[src/rtl/xtr_word_deframer.sv]
module xtr_word_deframer #(
  parameter int HDR_WORDS = 9,
  parameter int NUM_PORTS = 65,
  parameter int LEN_W     = 16
) (
  input  logic             clk,
  input  logic             rst_n,
  input  logic             swap_en,
  input  logic             in_valid,
  input  logic [31:0]      in_word,
  output logic             out_valid,
  output logic [31:0]      out_data,
  output logic             hdr_valid,
  output logic [6:0]       src_port,
  output logic [31:0]      tstamp,
  output logic             flush_req,
  output logic             done,
  output logic             done_good,
  output logic [LEN_W-1:0] frame_len
);
  localparam int HCW = $clog2(HDR_WORDS + 1);

  logic             in_hdr, esc, prn;
  logic [HCW-1:0]   hcnt;
  logic [LEN_W-1:0] cnt;
  logic [15:0]      ts_hi, ts_lo;
  logic [6:0]       port_r;
  logic [31:0]      cmp;
  logic             is_code;
  logic [6:0]       port_now;
  logic [15:0]      ts_lo_now;
  logic [LEN_W-1:0] need;

  assign cmp       = swap_en ? {in_word[7:0], in_word[15:8], in_word[23:16], in_word[31:24]} : in_word;
  assign is_code   = (cmp[31:3] == 29'h1000_0000);
  assign port_now  = (hcnt == HCW'(7)) ? in_word[20:14] : port_r;
  assign ts_lo_now = (hcnt == HCW'(1)) ? in_word[31:16] : ts_lo;
  assign need      = LEN_W'(4) + LEN_W'(cmp[1:0]);

  always_ff @(posedge clk) begin
    if (!rst_n) begin
      in_hdr    <= 1'b1;
      esc       <= 1'b0;
      prn       <= 1'b0;
      hcnt      <= '0;
      cnt       <= '0;
      ts_hi     <= '0;
      ts_lo     <= '0;
      port_r    <= '0;
      out_valid <= 1'b0;
      out_data  <= '0;
      hdr_valid <= 1'b0;
      src_port  <= '0;
      tstamp    <= '0;
      flush_req <= 1'b0;
      done      <= 1'b0;
      done_good <= 1'b0;
      frame_len <= '0;
    end else begin
      out_valid <= 1'b0;
      hdr_valid <= 1'b0;
      flush_req <= 1'b0;
      done      <= 1'b0;
      done_good <= 1'b0;
      if (in_valid) begin
        if (in_hdr) begin
          if (hcnt == HCW'(0)) ts_hi <= in_word[15:0];
          ts_lo  <= ts_lo_now;
          port_r <= port_now;
          if (hcnt == HCW'(HDR_WORDS - 1)) begin
            hcnt <= '0;
            if (32'(port_now) >= NUM_PORTS) begin
              flush_req <= 1'b1;
            end else begin
              hdr_valid <= 1'b1;
              src_port  <= port_now;
              tstamp    <= {ts_hi, ts_lo_now};
              in_hdr    <= 1'b0;
              cnt       <= '0;
            end
          end else begin
            hcnt <= hcnt + HCW'(1);
          end
        end else if (esc) begin
          out_valid <= 1'b1;
          out_data  <= in_word;
          cnt       <= cnt + LEN_W'(4);
          esc       <= 1'b0;
          if (prn) begin
            prn       <= 1'b0;
            done      <= 1'b1;
            frame_len <= '0;
            in_hdr    <= 1'b1;
          end
        end else if (is_code) begin
          case (cmp[2:0])
            3'd4: begin esc <= 1'b1; prn <= 1'b1; end
            3'd5: begin done <= 1'b1; frame_len <= '0; in_hdr <= 1'b1; end
            3'd6: esc <= 1'b1;
            3'd7: ;
            default: begin
              done   <= 1'b1;
              in_hdr <= 1'b1;
              if (cnt >= need) begin
                done_good <= 1'b1;
                frame_len <= cnt - need;
              end else begin
                frame_len <= '0;
              end
            end
          endcase
        end else begin
          out_valid <= 1'b1;
          out_data  <= in_word;
          cnt       <= cnt + LEN_W'(4);
        end
      end
    end
  end
endmodule

[config.mk]
export PLATFORM = sky130hd
export DESIGN_NAME = xtr_word_deframer
export DESIGN_NICKNAME = d
export VERILOG_FILES = /design/src/rtl/xtr_word_deframer.sv
export SDC_FILE = /design/constraint.sdc
export NUM_CORES = 1
export LEC_CHECK = 0
export ABC_AREA = 1
export ABC_CLOCK_PERIOD_IN_PS = 2500
export BUFFER_PORTS_ARGS = -buffer_cell sky130_fd_sc_hd__buf_2
export CAP_MARGIN = 20
export CORE_ASPECT_RATIO = 1.4
export CORE_MARGIN = 1.5
export CORE_UTILIZATION = 45
export CTS_BUF_LIST = sky130_fd_sc_hd__clkbuf_4
export CTS_CLUSTER_SIZE = 14
export DETAILED_ROUTE_END_ITERATION = 10
export PLACE_DENSITY = 0.7
export SLEW_MARGIN = 10
export SYNTH_ARGS = -nofsm -noshare
export SYNTH_HDL_FRONTEND = slang
export SYNTH_SLANG_ARGS = --single-unit
[constraint.sdc]
create_clock -name clk -period 2.5 [get_ports clk]
set_input_delay 0 -clock clk [delete_from_list [all_inputs] [get_ports clk]]
set_output_delay 0 -clock clk [all_outputs]
set_load 0.02 [all_outputs]
==> results.ini <==
[run_status]
status=finished clean

[timing]
finalHoldViolCount=0
fmax_ghz=0.4509
finalClockSkew_ns=0.01970
worst_pin_slew_ns=0.9698
fin_ws_ns=0.2824
fin_crit_sh=0.8870
setup_viol=0
min_period_ns=2.218
rsz0062_at_grt=no
maxSlewHeadroom=0.3511
whs_ns=0.1335
report.final.slew_viol_count=0
setup_tns_ns=0

[setup_path]
endpoint_kind=flip-flop
cp.arrival_ns=2.72
crit_path_top_delay_cell=o21ai_0
worst-path-buf-inv=4
start_kind=input pin
crit_path_cell_trace=dlygate4sd3_1, buf_2, o21ai_0, ha_1, nand2_1, nand2_1, inv_1, nand4_1, nand2_1, buf_4, nor3_1, nand3_1, nand2_1
rrSetupSlack_ns=0.31
cp_max_fo=17
cp-startpoint=in_word[0]
crit_top_cell=nand2_1
cp_top_family=buffers and inverters
required_ns=3.00
r2r-start=hcnt[0]
crit_path_max_incr_delay_ns=0.74
crit_type=input pin to flip-flop

[die]
coreArea_mm2=0.01505
die_y_um=149.8
num_rows=53
ioPinCount=128
fp.dieW_um=107.9
die_area_mm2=0.01616
start_util=0.4603

[final_layout]
fillCellCount=1459
fin_nets=1170
final_util=0.5514
fin_cells=1328
area_delta_synth_final_pct=19.79
final_area_mm2=0.008300
drive_above_1_share=0.1692

[logic_synthesis]
netlist_top_cells_area=dfxtp_1 44%, nor2_1 9.9%, nand2_1 8.5%, a21oi_1 7.8%, nand3_1 7.2%
syn-num-nets=1033
synthArstFlopShare=0
yosysUniqueCellTypes=30
synth-edff-count=0
synth_most_common_cell=nor2_1
synth_seq_area_share=0.4391
synth_area_leader_cell=dfxtp_1
synth_top_area_frac=0.4391
synthCells=986
synth-seq-cells=152
ys_warn_count=0
synth_area_mm2=0.006929
synthFlopType=dfxtp_1
syn_area_per_cell_um2=7.028
synthTopCellsByCount=182 x nor2_1, 156 x nand2_1, 152 x dfxtp_1, 108 x a21oi_1, 100 x nand3_1

[placed_design]
postPlaceCellArea_mm2=0.007660
place_congestion=0.8943
dp_cells=1262
hpwlAfterDp_mm=12.76
place_ws_ns=0.2278
placement.io_buffers=127

[routing]
wl_per_cell_um=13.62
drtAntennaViolNets=0
drc=0
vias_per_cell=5.046
drt_iter0_drc=409
drt_first_pass_iters=5
routed_wl_mm=18.09
vias=6701

[cts]
root_buffer=clkbuf_4
cts_buffers=17
clk_latency_ns=0.56
cts_buffer_depth=2
htreeDepth=4
cts_tree=built
cts_sinks=152
post-cts-setup-buffers=0
clk_pin_slew_ns=0.12

[grt]
grt_pass1_wl_mm=29.68
grt_max_degree=89
track_usage=0.2315
grt_pass1_vias=6248
antenna_found_initial=1
overflow=0

[power_and_ir_drop]
switching_share=0.2531
p_seq_frac=0.561
clockPowerShare=0.354
p_leak_nw=3.744
vdd_drop_max_uv=292.0
pwr_density_cell_mw_per_mm2=536.3
switchingPower_mw=1.127
pwr-share-comb=0.084
fin_total_pwr_mw=4.452
p_int_mw=3.325

[worst_hold_path]
min_path_type=input pin to flip-flop
hp-start=swap_en

[job]
max_cap_viol_count=0

## tightest hold or removal path, cell delays in order
cell and delay, ns:
buf_2 0.17, nand4_1 0.11, nand2_1 0.06, nand3_1 0.09
nor2_1 0.09, nand4_1 0.08, a21oi_1 0.05
## sequential cells by signal (all words and copies together), names as in the netlist, 4 cells and up
name / cells
frame_len: 16
cnt: 14
src_port: 7
tstamp: 32
ts_hi: 16
ts_lo: 16
out_data: 32
hcnt: 4
port_r: 7
## repair_timing
action | in CTS | in global routing
resized for setup | 0 | 3
setup endpoints to repair | 0 | 23
hold endpoints to repair | 93 | 0
hold buffers | 34 | 0
## cells in the final DEF (no fill, tap or decap), drive strengths merged
master / synthesis / final
dfxtp: 152 / 152
a211oi: 2 / 2
xor2: 12 / 12
clkinvlp: 0 / 3
a21oi: 109 / 109
nor2: 182 / 182
nand4: 13 / 13
a31o: 1 / 1
nand3b: 2 / 2
ha: 11 / 11
nor4: 3 / 3
xnor2: 3 / 3
inv: 76 / 77
or2: 1 / 1
nand2: 161 / 161
buf: 31 / 146
clkinv: 0 / 5
bufinv: 0 / 3
clkbuf: 31 / 19
dlygate4sd3: 0 / 34
and2: 1 / 1
nor3: 16 / 16
o21ai: 76 / 76
diode: 0 / 1
nand3: 103 / 103
## cell families (layout without fill, tap and decap cells)
group                      Yosys count  in the layout  share of synthesized area
and+or+nand+nor                    482            482                     0.2967
AOI/OAI and AO/OA                  188            188                     0.1387
DFF                                152            152                     0.4391
buffers and inverters              138            287                    0.08667
xor gates and xnor gates            15             15                    0.01896
adders and majority gates           11             11                    0.01986
other                                0              1                          0
## cell type report
cell class,instances,area (um^2),area share
multi-input cells,696,3288,0.3961
well taps,192,240.2,0.02894
repair buffers,180,1144,0.1378
diodes,1,2.502,0.0003015
flip-flops and latches,152,3043,0.3666
clock buffers,19,142.6,0.01718
inverters,76,287.8,0.03467
clock inverters,12,152.6,0.01839
## power by group through the flow
stage | Clock (mW) | Combinational [mW] | Sequential (mW)
finish | 1.58 | 0.375 | 2.50
global placement | 0 | 0.325 | 2.55
CTS | 1.62 | 0.371 | 2.50
floorplan | 0 | 0.219 | 2.55
detailed placement | 0 | 0.329 | 2.55
global route | 1.71 | 0.425 | 2.51
## layer usage
| metal | vias to the layer above | wire [um] | track usage |
|---|---|---|---|
| li1 | 3475 | - | - |
| met1 | 3014 | 7507 | 0.2624 |
| met2 | 183 | 9341 | 0.4264 |
| met3 | 29 | 892 | 0.04617 |
| met4 | 0 | 343 | 0.08092 |
| met5 | - | 0 | 0 |
## final timing paths
check	endpoint	cells past startpoint
setup reg to reg	tstamp[29]	10
hold reg to reg	ts_hi[6]	2
hold / removal	esc	7
setup / recovery	frame_len[7]	13
Power figures use the tool's default switching activity.
